$ cat config.mk
export PLATFORM = sky130hd
export DESIGN_NAME = cvt_ctrl_seq
export DESIGN_NICKNAME = d
export VERILOG_FILES = /design/src/rtl/cvt_ctrl_pkg.sv /design/src/rtl/cvt_addr_match.sv /design/src/rtl/cvt_ctrl_reg.sv /design/src/rtl/cvt_osc_ctl.sv /design/src/rtl/cvt_ctrl_seq.sv
export SDC_FILE = /design/constraint.sdc
export NUM_CORES = 1
export LEC_CHECK = 0
export ABC_AREA = 1
export ABC_CLOCK_PERIOD_IN_PS = 1700
export BUFFER_PORTS_ARGS = -buffer_cell sky130_fd_sc_hd__buf_4
export CORE_MARGIN = 4
export CORE_UTILIZATION = 48
export CTS_CLUSTER_SIZE = 8
export DETAILED_ROUTE_END_ITERATION = 8
export PLACE_DENSITY = 0.77
export REMOVE_ABC_BUFFERS = 1
export SYNTH_ARGS = -nofsm -noshare
export SYNTH_HDL_FRONTEND = slang
export SYNTH_SLANG_ARGS = --single-unit
$ cat constraint.sdc
create_clock -name clk -period 1.7 [get_ports clk]
set_input_delay 0 -clock clk [delete_from_list [all_inputs] [get_ports clk]]
set_output_delay 0 -clock clk [all_outputs]
set_load 0.02 [all_outputs]
$ cat src/rtl/cvt_ctrl_pkg.sv
package cvt_ctrl_pkg;

  localparam int CH_W = 2;

  typedef enum logic [1:0] {
    MODE_SE4   = 2'b00,
    MODE_DIFF3 = 2'b01,
    MODE_MIX   = 2'b10,
    MODE_DIFF2 = 2'b11
  } in_mode_e;

  // Field order follows the bit positions of the control byte, msb first.
  typedef struct packed {
    logic            osc_hi;
    logic            aout_en;
    in_mode_e        mode;
    logic            osc_lo;
    logic            auto_inc;
    logic [CH_W-1:0] chan;
  } ctrl_t;

  function automatic logic [CH_W-1:0] mode_max(input in_mode_e m);
    case (m)
      MODE_SE4:   mode_max = 2'd3;
      MODE_DIFF3: mode_max = 2'd2;
      MODE_MIX:   mode_max = 2'd2;
      default:    mode_max = 2'd1;
    endcase
  endfunction

  function automatic logic [CH_W-1:0] clamp_chan(input logic [CH_W-1:0] req,
                                                 input in_mode_e m);
    clamp_chan = (req > mode_max(m)) ? mode_max(m) : req;
  endfunction

endpackage

$ cat src/rtl/cvt_addr_match.sv
module cvt_addr_match #(
  parameter int STRAP_W = 2,
  parameter int IDX_W   = 2,
  localparam int BASE_W = 7 - STRAP_W,
  parameter logic [BASE_W-1:0] ADDR_BASE = 5'b10111
) (
  input  logic               clk,
  input  logic               rst_n,
  input  logic [STRAP_W-1:0] strap,
  input  logic               bus_start,
  input  logic               byte_vld,
  input  logic [IDX_W-1:0]   byte_idx,
  input  logic [7:0]         byte_dat,
  output logic               ctrl_wr
);

  logic       sel_q;
  logic       is_addr;
  logic       hit;
  logic [6:0] own_addr;

  assign own_addr = {ADDR_BASE, strap};
  assign is_addr  = byte_vld && (byte_idx == '0);
  assign hit      = (byte_dat[7:1] == own_addr) && !byte_dat[0];

  always_ff @(posedge clk) begin
    if (!rst_n)         sel_q <= 1'b0;
    else if (is_addr)   sel_q <= hit;
    else if (bus_start) sel_q <= 1'b0;
  end

  assign ctrl_wr = sel_q && byte_vld && (byte_idx == IDX_W'(1));

  AST_MISS_DESELECTS: assert property (@(posedge clk) disable iff (!rst_n)
    (is_addr && (byte_dat[7:1] != own_addr || byte_dat[0])) |=> !ctrl_wr || !sel_q);

  AST_START_DESELECTS: assert property (@(posedge clk) disable iff (!rst_n)
    (bus_start && !is_addr) |=> !sel_q);

  AST_LATE_BYTE_NO_WRITE: assert property (@(posedge clk) disable iff (!rst_n)
    (byte_vld && byte_idx > IDX_W'(1)) |-> !ctrl_wr);

endmodule

$ cat src/rtl/cvt_ctrl_reg.sv
module cvt_ctrl_reg
  import cvt_ctrl_pkg::*;
(
  input  logic       clk,
  input  logic       rst_n,
  input  logic       wr,
  input  logic [7:0] wdat,
  input  logic       conv_done,
  output ctrl_t      ctrl_q
);

  ctrl_t           wr_val;
  logic [CH_W-1:0] top_ch;
  logic [CH_W-1:0] next_ch;
  logic            step;

  always_comb begin
    wr_val      = ctrl_t'(wdat);
    wr_val.chan = clamp_chan(wdat[1:0], in_mode_e'(wdat[5:4]));
  end

  assign top_ch  = mode_max(ctrl_q.mode);
  assign next_ch = (ctrl_q.chan >= top_ch) ? '0 : ctrl_q.chan + 1'b1;
  assign step    = conv_done && ctrl_q.auto_inc;

  always_ff @(posedge clk) begin
    if (!rst_n)    ctrl_q      <= '0;
    else if (wr)   ctrl_q      <= wr_val;
    else if (step) ctrl_q.chan <= next_ch;
  end

  AST_CHAN_IN_RANGE: assert property (@(posedge clk) disable iff (!rst_n)
    ctrl_q.chan <= mode_max(ctrl_q.mode));

  AST_WRAP_TO_ZERO: assert property (@(posedge clk) disable iff (!rst_n)
    (step && !wr && ctrl_q.chan == top_ch) |=> ctrl_q.chan == '0);

  AST_HOLD_NO_AUTOINC: assert property (@(posedge clk) disable iff (!rst_n)
    (conv_done && !ctrl_q.auto_inc && !wr) |=> $stable(ctrl_q));

  AST_WRITE_LOADS: assert property (@(posedge clk) disable iff (!rst_n)
    wr |=> (ctrl_q.aout_en == $past(wdat[6])) && (ctrl_q.mode == $past(wdat[5:4])));

endmodule

$ cat src/rtl/cvt_osc_ctl.sv
module cvt_osc_ctl #(
  parameter int DIV_LOG2 = 2
) (
  input  logic clk,
  input  logic rst_n,
  input  logic osc_hi,
  input  logic osc_lo,
  input  logic aout_en,
  input  logic osc_tick,
  output logic osc_en,
  output logic osc_half,
  output logic osc_mon
);

  logic                mon_sel;
  logic [DIV_LOG2-1:0] div_q;

  assign mon_sel  = osc_lo && !osc_hi;
  assign osc_half = osc_lo && osc_hi;
  assign osc_en   = aout_en || mon_sel;

  always_ff @(posedge clk) begin
    if (!rst_n)        div_q <= '0;
    else if (!mon_sel) div_q <= '0;
    else if (osc_tick) div_q <= div_q + 1'b1;
  end

  assign osc_mon = mon_sel && div_q[DIV_LOG2-1];

  AST_MON_LOW_WHEN_OFF: assert property (@(posedge clk) disable iff (!rst_n)
    !mon_sel |-> !osc_mon);

  AST_DIV_HOLDS: assert property (@(posedge clk) disable iff (!rst_n)
    (mon_sel && !osc_tick) |=> $stable(div_q));

  AST_MON_NEEDS_OSC: assert property (@(posedge clk) disable iff (!rst_n)
    osc_mon |-> osc_en);

endmodule

$ cat src/rtl/cvt_ctrl_seq.sv
module cvt_ctrl_seq
  import cvt_ctrl_pkg::*;
#(
  parameter int STRAP_W  = 2,
  parameter int IDX_W    = 2,
  parameter int DIV_LOG2 = 2,
  localparam int BASE_W  = 7 - STRAP_W,
  parameter logic [BASE_W-1:0] ADDR_BASE = 5'b10111
) (
  input  logic               clk,
  input  logic               rst_n,
  input  logic [STRAP_W-1:0] strap,
  input  logic               bus_start,
  input  logic               byte_vld,
  input  logic [IDX_W-1:0]   byte_idx,
  input  logic [7:0]         byte_dat,
  input  logic               conv_done,
  input  logic               osc_tick,
  output logic [1:0]         chan,
  output logic [1:0]         in_mode,
  output logic               aout_en,
  output logic               osc_en,
  output logic               osc_half,
  output logic               osc_mon
);

  logic  ctrl_wr;
  ctrl_t ctrl_q;

  cvt_addr_match #(
    .STRAP_W  (STRAP_W),
    .IDX_W    (IDX_W),
    .ADDR_BASE(ADDR_BASE)
  ) u_addr (
    .clk      (clk),
    .rst_n    (rst_n),
    .strap    (strap),
    .bus_start(bus_start),
    .byte_vld (byte_vld),
    .byte_idx (byte_idx),
    .byte_dat (byte_dat),
    .ctrl_wr  (ctrl_wr)
  );

  cvt_ctrl_reg u_reg (
    .clk      (clk),
    .rst_n    (rst_n),
    .wr       (ctrl_wr),
    .wdat     (byte_dat),
    .conv_done(conv_done),
    .ctrl_q   (ctrl_q)
  );

  cvt_osc_ctl #(
    .DIV_LOG2(DIV_LOG2)
  ) u_osc (
    .clk     (clk),
    .rst_n   (rst_n),
    .osc_hi  (ctrl_q.osc_hi),
    .osc_lo  (ctrl_q.osc_lo),
    .aout_en (ctrl_q.aout_en),
    .osc_tick(osc_tick),
    .osc_en  (osc_en),
    .osc_half(osc_half),
    .osc_mon (osc_mon)
  );

  assign chan    = ctrl_q.chan;
  assign in_mode = ctrl_q.mode;
  assign aout_en = ctrl_q.aout_en;

  AST_RESET_QUIET: assert property (@(posedge clk)
    !rst_n |=> (chan == '0) && !aout_en && !osc_en && !osc_half && !osc_mon);

endmodule

Word level (Yosys, flattened, before mapping)
Index checks and enable logic that the tools add are counted.

Register bits after elaboration: 11. Input port bits: 18. Output and inout bits: 8. Word-level logic and storage cells: 45.

Add/subtract/negate cells: 2. $lt $le $gt $ge: 2. Equality and inequality tests: 6. Muxes and demuxes: 8. Reductions and logical operators: 19.

Operators by type and width (count): logical AND 1 bit (8); 2-to-1 mux 2 bit (4); one-hot mux 2 bit (2 select lines) (2); equality test 7 bit (1); equality test 2 x 1 -> 1 bit (second input constant) (3); zero test 2 bit (3); adder 2 x 1 -> 2 bit (second input constant) (2); equality test 2 bit (second input constant) (2); nonzero test 2 bit (2); OR reduction 2 bit (2); greater-or-equal comparator 2 bit (1); greater-than comparator 2 bit (1); zero test 1 bit (2); 2-to-1 mux 1 bit (2); AND reduction 2 bit (1); logical OR 1 bit (1).

Logic depth before layout (Yosys ltp)
Gate-level depths: netlist (run 1).

Depth after elaboration: 7. Depth in mapped cells: 10. Mapped depth without buffers: 10.

Modules after synthesis
A second synthesis (run 1) with hierarchy kept.

Cell total of the unflattened synthesis: 112. Area total of the unflattened synthesis: 723.2 um^2.

Modules (own cells, without submodules): cvt_ctrl_reg (instances 1, cells each 70, area each 494.2 um^2, seq. area each 160.2 um^2); cvt_osc_ctl (instances 1, cells each 21, area each 116.4 um^2, seq. area each 40.0 um^2); cvt_addr_match (instances 1, cells each 21, area each 112.6 um^2, seq. area each 20.0 um^2).

Worst setup path before layout (run 1)
No wires, ideal clock.

Kind: register -> register. From: register u_reg.ctrl_q[4] (netlist name). To: register u_reg.ctrl_q[1] (netlist name). Library setup time: 0.066 ns. Data arrival time: 1.324 ns. Required time: 1.634 ns. Path slack: 0.310 ns. Cell stages (with the launch flop): 11. Buffers on the path: 0. Period minus slack after synthesis: 1.390 ns. Path through: dfxtp_1 ha_1 inv_1 ha_1 inv_1 nand2_1 a21oi_1 nand2_1 nand2_1 nand2_1 a21oi_2.

Longest elaborated chain between the ends: 7. Elaborated cells on any way between the ends: 9. Those cells by class: 1 x order compare; 2 x eq/ne; 4 x mux; 2 x reduce/logical.

Ends and longest elaborated chain: equality test 2 x 1 -> 1 bit or equality test 2 bit (tied branches) (line cvt_ctrl_pkg.sv:23) `case (m)`; OR reduction 2 bit (no line); one-hot mux 2 bit (2 select lines) (*) (line cvt_ctrl_pkg.sv:23); greater-or-equal comparator 2 bit (*) (line cvt_ctrl_reg.sv:23) `assign next_ch = (ctrl_q.chan >= top_ch) ? '0 : ctrl_q.chan + 1'b1;`; 2-to-1 mux 2 bit (*) (line cvt_ctrl_reg.sv:23); 2-to-1 mux 2 bit (*) (line cvt_ctrl_reg.sv:29) `else if (step) ctrl_q.chan <= next_ch;`; 2-to-1 mux 2 bit (*) (line cvt_ctrl_reg.sv:28) `else if (wr) ctrl_q <= wr_val;`.

Every way passes the cells marked *; elsewhere a longest branch is shown, timed or not. The select of a mux whose other input is x is not followed. A chain may end at the register's enable or synchronous reset.

Worst setup path in the final report (run 1)
From: input byte_dat[5]. To: register u_reg.ctrl_q[0] (netlist name).

Longest elaborated chain between the ends: 6. Elaborated cells on any way between the ends: 8. Those cells by class: 1 x order compare; 2 x eq/ne; 3 x mux; 2 x reduce/logical.

Ends and longest elaborated chain: start, declared (line cvt_ctrl_seq.sv:16) `input logic [7:0] byte_dat,`; equality test 2 x 1 -> 1 bit or equality test 2 bit (tied branches) (line cvt_ctrl_pkg.sv:23); OR reduction 2 bit (no line); one-hot mux 2 bit (2 select lines) (*) (line cvt_ctrl_pkg.sv:23); greater-than comparator 2 bit (line cvt_ctrl_pkg.sv:33) `clamp_chan = (req > mode_max(m)) ? mode_max(m) : req;`; 2-to-1 mux 2 bit (*) (line cvt_ctrl_pkg.sv:33); 2-to-1 mux 2 bit (*) (line cvt_ctrl_reg.sv:28).

Every way passes the cells marked *; elsewhere a longest branch is shown, timed or not.

==> run metrics, run 1 <==
outcome completed; register-to-register setup slack between 0.15 and 0.2 ns; count of final setup violators 0; worst-path maximum fanout 3; cells after synthesis 110; Worst Max-Slew Pin Slew 0.1832 ns; Reg2Reg Launch Point u_reg.ctrl_q[4]$_SDFFE_PN0P_; share of layout cells above drive strength 1 about 25%; relative slew slack 87.66%; GRT Total Usage 17.18%; remaining antenna violation count after routing 0; initial DRC count 14; DR pass1 iterations 4; # rows 13; CP Cell Sequence dlygate4sd3_1 -> buf_4 -> ha_1 -> inv_1 -> ha_1 -> o21bai_1 -> nand2_1 -> nand2_1 -> nand3_1 -> a21oi_1; wirelength, routed about 1700 microns; Pleak 0.5215 nW; # IOs 26; DRC errors left 0; Clock Latency Late Sink between 0.2 and 0.3 ns; Critical Path RT 1.90 ns; Peak VDD IR between 300 and 400 uV; critical path class in -> reg; commonest non-fill, non-tap cell in the layout buf_4; pre-CTS WS ~0.22 ns; achievable frequency 638.6 MHz; Port Buffers 25; Yosys cell types 20; Post-DP HPWL approximately 1300 microns; Root Buffer clkbuf_4; core area around 1400 sq um; #FFs+latches synth 11; GPL Wtd Cong around 0.77; vias in the first global route around 730; Clock Skews 0.01031 ns; Vias per Instance between 4 and 5; wire per inst 10.86 microns; commonest non-fill, non-tap cells in the layout buf_4 (25), nand2_1 (23), inv_1 (19); YS warnings 0; pin count of the biggest net entering global routing 11; synthesized area per cell 6.756 sq um; clk buf depth 2; Placed Area 919.6 sq um; Hold Slack approximately 0.0014 ns; MaxCap Viol Count 0; CP Capture Type flip-flop; crit path from byte_dat[5]; Async SR Flop Fraction 0%; Post-synth EDFFs 0; period utilization just over 90%; initial antenna violation count 0; post-route cell area 985.9 sq um; setup TNS 0 ns; die width 47.35 microns; startpoint types input port; die footprint 2242 sq um; CTS tree yes; Post-CTS Setup Bufs 0; Worst-path clk slew 0.08 ns; Layout Nets ~170; final hold violation count 0; final worst setup slack about 0.13 ns; main flop type after synthesis dfxtp_1; Area Growth Syn to Fin 32.66%; critical path arrival 1.76 ns; RSZ-0062 raised after global routing no; Pins Over Slew Limit 0; top cells by area, synth dfxtp_1 (30%), ha_1 (12%), nand2_1 (12%); Worst path slowest cell dlygate4sd3_1; largest stage delay on the critical path roughly 0.55 ns; first-pass GRT wire length 2829 microns; grt ovf 0; min cycle time layout 1.566 ns; CTS Buf Count 3; Yosys top cell area share roughly 30%; via count 750; hold_sp byte_dat[2]; Synth area leader dfxtp_1; Initial Utilization 53.76%; synthesized cell area 743.2 sq um; post-synthesis sequential area ratio 29.63%; clk sinks 11; antenna cells 0; die height roughly 47 microns; Hold Crit Class in -> reg; Max H-tree Level 1; power per cell area 529.8 nW/um^2
-- synth_stat cells, types with 2 or more instances --
cell,count
ha_1,7
nand2_1,23
buf_4,4
nand3_1,5
nor3_1,2
dfxtp_1,11
nand2_2,3
nor2_1,16
o21ai_0,5
a21oi_1,6
inv_1,19
-- where the power goes --
group          switching, mW  leakage (nW)  internal (mW)
Sequential         0.0000272        0.0885          0.257
Clock                 0.0888        0.0150         0.0908
Combinational         0.0390         0.418         0.0462
-- cells by family after synthesis --
| family | Yosys count | share of synthesized area (%) |
|---|---|---|
| buffers and inverters | 24 | 14.14 |
| AND/OR/NAND/NOR | 54 | 34.18 |
| AO/OA/AOI/OAI | 14 | 10.27 |
| flip-flops | 11 | 29.63 |
| adder cells (fa/ha/maj) | 7 | 11.78 |
-- registers in the layout, summed over array words and instances (netlist names) --
name,flops
u_reg.ctrl_q,8
u_osc.div_q,2
u_addr.sel_q,1
-- final cells by class --
cell class	count	area (sq um)
Clock buffer	4	26.28
Fill cell	119	396.6
Inverter	20	75.07
Multi-Input combinational cell	75	417.9
Sequential cell	11	220.2
Tap cell	15	18.77
Timing Repair Buffer	29	227.7
-- path summary, 6_finish.rpt --
path	endpoint	depth (start not counted)
worst max-delay path	u_reg.ctrl_q[0]$_SDFFE_PN0P_	10
worst min-delay path	u_reg.ctrl_q[2]$_SDFFE_PN0P_	3
worst min register to register	u_reg.ctrl_q[6]$_SDFFE_PN0P_	2
worst max register to register	u_reg.ctrl_q[1]$_SDFFE_PN0P_	10
-- routing by layer --
metal	wire, microns	vias up	track usage [%]	share of wire [%]
li1	-	400	-	-
met1	734	326	21.95	44
met2	841	24	30.48	50
met3	97	0	1.149	5.8
met4	0	0	4.972	0
met5	0	-	0	0
-- critical path, delay by kind of cell --
kind,cells,cell delay [ns]
and+or+nand+nor,3,0.22
adders and majority gates,2,0.46
buffers and inverters,3,0.75
AOI/OAI and AO/OA,2,0.34
-- timing repair --
| item | CTS | global route |
|---|---|---|
| gates resized for setup | 0 | 0 |
| endpoints found under the hold margin | 4 | 0 |
| hold buffers | 4 | 0 |
-- through the flow --
step | util (%) | instances | power [mW]
after floorplan | - | 106 | 0.2956
after global placement | 66.52 | 146 | 0.3371
after detailed placement | 66.52 | 146 | 0.3408
after CTS | 71.31 | 154 | 0.5254
after global routing | 71.31 | 154 | 0.5510
final | 71.31 | 154 | 0.5223
(Power assumes the default switching activity.)
==> run 2: changes to the inputs <==
Settings changed: CORE_MARGIN 4 to default, SKIP_LAST_GASP from default to 1.
==> run metrics, run 2 (synthesis gave the netlist of run 1 again) <==
wirelength, routed 1608 microns (-3.9%); share of layout cells above drive strength 1 25.18% (unchanged); initial DRC count 25 (+11); Layout Nets 165 (unchanged); core area 1366 sq um (-1.2%); period utilization 88.96% (-3.1 points); die footprint 1710 sq um (-24%); clk sinks 11 (unchanged); Worst path slowest cell dlygate4sd3_1; Hold Crit Class in -> reg; CTS tree yes; largest stage delay on the critical path 0.53 ns (-0.02 ns); Critical Path RT 1.90 ns (about the same); combinational share of power 16.0% (-0.3 points); sequential share of power 48.9% (-0.4 points); Clk pwr share 35.1% (+0.7 points); post-route cell area 985.9 sq um (unchanged); die width 41.35 microns (-13%); CP Capture Type flip-flop; switching power 0.1321 mW (+3.3%); remaining antenna violation count after routing 0 (unchanged); MaxCap Viol Count 0 (unchanged); min cycle time layout 1.512 ns (-0.05354 ns); Max H-tree Level 1 (unchanged); CTS Buf Count 3 (unchanged); Worst Max-Slew Pin Slew 0.1800 ns (-0.003206 ns); antenna cells 0 (unchanged); Clock Skews 0.0004146 ns (-0.009894 ns); pin count of the biggest net entering global routing 11 (unchanged); Peak VDD IR 358.6 uV (+15%); Cell Int Power 0.3942 mW (about the same); DRC errors left 0 (unchanged); # rows 13 (unchanged); Most flops, register u_reg.ctrl_q; outcome completed; via count 765 (+2.0%); worst-path maximum fanout 3 (unchanged); GPL Wtd Cong 0.7514 (-2.7%); Post-DP HPWL 1235 microns (-8.5%); Sw Ratio 25.10% (+0.62 points); critical path class in -> reg; power per cell area 533.8 nW/um^2 (+0.77%); Placed Area 919.6 sq um (unchanged); commonest non-fill, non-tap cell in the layout buf_4; Worst-path clk slew 0.08 ns (about the same); Initial Utilization 54.40% (+0.64 points); Clock Latency Late Sink 0.27 ns (about the same); setup TNS 0 ns (unchanged); max reg flops 8 (unchanged); CP Cell Sequence dlygate4sd3_1 -> buf_4 -> ha_1 -> inv_1 -> ha_1 -> o21bai_1 -> nand2_1 -> nand2_1 -> nand3_1 -> a21oi_1; post-cts sizing count 0 (unchanged); RSZ-0062 raised after global routing no; relative slew slack 87.87% (+0.22 points); Pleak 0.5215 nW (unchanged); achievable frequency 661.2 MHz (+3.5%); GRT Total Usage 23.09% (+5.9 points); Port Buffers 25 (unchanged); commonest non-fill, non-tap cells in the layout buf_4 (25), nand2_1 (23), inv_1 (19); die height 41.35 microns (-13%); Pins Over Slew Limit 0 (unchanged); first-pass GRT wire length 2559 microns (-9.5%); final hold violation count 0 (unchanged); wire per inst 10.44 microns (-3.9%); Post-CTS Setup Bufs 0 (unchanged); Root Buffer clkbuf_4; grt ovf 0 (unchanged); Area Growth Syn to Fin 32.66% (unchanged); Vias per Instance 4.968 (+2.0%); startpoint types input port; initial antenna violation count 0 (unchanged); DR pass1 iterations 4 (unchanged); vias in the first global route 658 (-10%); count of final setup violators 0 (unchanged); critical path arrival 1.71 ns (-0.05 ns); # IOs 26 (unchanged); clk buf depth 2 (unchanged); Hold Slack 0.005210 ns (+0.003846 ns); top flop regs u_reg.ctrl_q: 8 flops, u_osc.div_q: 2 flops, u_addr.sel_q: 1 flops
-- run 2: critical path, delay by kind of cell --
kind | cells | cell delay (ns)
compound gates | 2 | 0.33
simple gates | 3 | 0.21
buf+inv | 3 | 0.73
fa+ha+maj | 2 | 0.44
-- run 2: through the flow --
stage	setup WS, ns	cells	power (mW)	utilization [%]
floorplan	0.1895	106	0.2956	-
global placement	0.2671	146	0.3371	67.31
detailed placement	0.2027	146	0.3396	67.31
CTS	0.1851	154	0.5279	72.16
global route	0.06218	154	0.5505	72.16
finish	0.1877	154	0.5263	72.16
-- run 2: routing by layer --
metal	global-route usage, %	share of wire [%]	up-vias
met1	27.83	46	346
li1	-	-	400
met3	4.787	2.5	2
met2	39.45	50	17
met4	9.677	1.5	0
met5	0	0	-
-- run 2: final cells by class --
class / count / area, sq um
fill: 123 / 380.4
clock buffer: 4 / 26.28
inverter: 20 / 75.07
timing repair buffer: 29 / 227.7
sequential: 11 / 220.2
multi-input combinational: 75 / 417.9
tap: 15 / 18.77
-- run 2: path summary, 6_finish.rpt --
path	endpoint	start	cells after the start	slack [ns]
max	u_reg.ctrl_q[0]$_SDFFE_PN0P_	byte_dat[4]	10	0.19
min	u_reg.ctrl_q[2]$_SDFFE_PN0P_	byte_dat[2]	3	0.005
max reg2reg	u_reg.ctrl_q[1]$_SDFFE_PN0P_	u_reg.ctrl_q[4]$_SDFFE_PN0P_	10	0.20
min reg2reg	u_reg.ctrl_q[6]$_SDFFE_PN0P_	u_reg.ctrl_q[6]$_SDFFE_PN0P_	2	0.47
-- run 2: repair_timing --
| action | 4_1_cts | 5_1_grt |
|---|---|---|
| hold buffers | 4 | 0 |
| endpoints found under the setup margin | 0 | 0 |
| endpoints found under the hold margin | 4 | 0 |
-- run 2: power groups by stage --
stage               Combinational, mW  Sequential, mW  Clock, mW
CTS                            0.0837           0.257      0.187
detailed placement             0.0761           0.264          0
global route                   0.0964           0.257      0.197
global placement               0.0735           0.264          0
finish                         0.0842           0.257      0.185
floorplan                      0.0321           0.264          0
==> run 3: changes to the inputs <==
Settings changed: ABC_CLOCK_PERIOD_IN_PS 1700 to 1800, CORE_UTILIZATION 48 to 51, PLACE_DENSITY 0.77 to 0.81, REMOVE_ABC_BUFFERS 1 to default.
Clock period 1.7 ns to 1.8 ns, I/O delays scaled along.
==> run metrics, run 3 (synthesis gave the netlist of run 1 again) <==
outcome completed; Port Buffers 25 (unchanged); critical path arrival 1.72 ns (about the same); pin count of the biggest net entering global routing 11 (unchanged); vias in the first global route 619 (-5.9%); final hold violation count 0 (unchanged); CP Capture Type flip-flop; Area Growth Syn to Fin 34.01%; Total Power 0.4959 mW (-5.8%); relative slew slack 86.42% (-1.5 points); pre-CTS WS 0.3016 ns (+0.09890 ns); clk buf depth 2 (unchanged); max reg flops 8 (unchanged); antenna cells 0 (unchanged); Clock Skews 0.004157 ns (+0.003743 ns); wirelength, routed 1603 microns (-0.31%); Syn Nets approximately 140; top flop regs u_reg.ctrl_q: 8 flops, u_osc.div_q: 2 flops, u_addr.sel_q: 1 flops; Root Buffer clkbuf_4; post-layout util 74.67% (+2.5 points); Worst Max-Slew Pin Slew 0.2033 ns (+0.02330 ns); Most flops, register u_reg.ctrl_q; die width 40.18 microns (-2.8%); CTS tree yes; commonest non-fill, non-tap cells in the layout buf_4 (25), nand2_1 (23), inv_1 (19); Vias per Instance 4.819 (-3.0%); remaining antenna violation count after routing 0 (unchanged); Worst-path clk slew 0.07 ns (about the same); Pleak 0.5257 nW (+0.80%); dpl cells 146 (unchanged); GPL Wtd Cong 0.7415 (-1.3%); power per cell area 497.9 nW/um^2 (-6.7%); # IOs 26 (unchanged); die height 40.18 microns (-2.8%); Post-DP HPWL 1233 microns (-0.13%); clk sinks 11 (unchanged); achievable frequency between 600 and 700 MHz; register area 220.2 sq um (unchanged); count of final setup violators 0 (unchanged); Clock Latency Late Sink 0.27 ns (about the same); Filler Cells Inserted 114 (-7.3%); worst-path maximum fanout 3 (unchanged); setup TNS 0 ns (unchanged); core area 1334 sq um (-2.4%); # rows 13 (unchanged); Hold Slack 0.01215 ns (+0.006938 ns); final worst setup slack 0.2919 ns (+0.1042 ns); Max H-tree Level 1 (unchanged); critical path class reg -> reg; Pins Over Slew Limit 0 (unchanged); initial antenna violation count 0 (unchanged); Initial Utilization 55.72% (+1.3 points); initial DRC count 12 (-52%); Layout Nets 166 (+0.61%); RSZ-0062 raised after global routing no; multi-input logic area 417.9 sq um (unchanged); Placed Area 919.6 sq um (unchanged); CTS Buf Count 3 (unchanged); grt ovf 0 (unchanged); Post-CTS Setup Bufs 0 (unchanged); fin cells 155 (+0.65%); startpoint types flip-flop; DR pass1 iterations 4 (unchanged); DRC errors left 0 (unchanged); commonest non-fill, non-tap cell in the layout buf_4; wire per inst 10.34 microns (-0.95%); GRT Total Usage 24.14% (+1.1 points); min cycle time layout between 1.5 and 2 ns; Peak VDD IR 261.0 uV (-27%); via count 747 (-2.4%); MaxCap Viol Count 0 (unchanged); die footprint 1614 sq um (-5.6%); share of layout cells above drive strength 1 25.00% (-0.18 points); Critical Path RT 2.01 ns (+0.11 ns); period utilization a little over four fifths; post-route cell area 996.0 sq um (+1.0%); Hold Crit Class in -> reg; first-pass GRT wire length 2511 microns (-1.9%)
## run 3: path summary, 6_finish.rpt
check | start | end | slack [ns] | cells past startpoint
max | u_reg.ctrl_q[4]$_SDFFE_PN0P_ | u_reg.ctrl_q[1]$_SDFFE_PN0P_ | 0.29 | 10
min | byte_dat[6] | u_addr.sel_q$_SDFFE_PN0P_ | 0.01 | 4
max reg2reg | u_reg.ctrl_q[4]$_SDFFE_PN0P_ | u_reg.ctrl_q[1]$_SDFFE_PN0P_ | 0.29 | 10
min reg2reg | u_reg.ctrl_q[6]$_SDFFE_PN0P_ | u_reg.ctrl_q[6]$_SDFFE_PN0P_ | 0.47 | 2
## run 3: area by class of cell
type	instances	area share (%)
multi-input cells	75	41.96
repair buffers	30	23.87
flip-flops and latches	11	22.11
clock buffers	4	2.638
well taps	15	1.884
inverters	20	7.538
## run 3: timing repair
action	in CTS	in global routing
hold buffers	5	0
gates resized for setup	0	0
hold endpoints to repair	5	0
## run 3: worst max-delay path, stage by stage, from the launching register on
cell,delay [ns]
dfxtp_1,0.33
ha_1,0.27
inv_1,0.04
ha_1,0.27
inv_1,0.05
nand2_1,0.06
a21oi_1,0.13
nand2_1,0.06
nand2_1,0.07
nand2_1,0.06
a21oi_2,0.10
## run 3: layer usage
metal	vias up	track usage, %	share of wire, %
li1	400	-	-
met1	322	30.46	47
met2	21	38.31	47
met3	4	3.333	3.3
met4	0	15.00	2.0
met5	-	0	0
## run 3: report_power, final
| group | switching [mW] | internal [mW] | total [mW] |
|---|---|---|---|
| clock | 0.0854 | 0.0859 | 0.171 |
| sequential | 0.0000273 | 0.243 | 0.243 |
| combinational | 0.0366 | 0.0449 | 0.0815 |
| total | 0.122 | 0.374 | 0.496 |
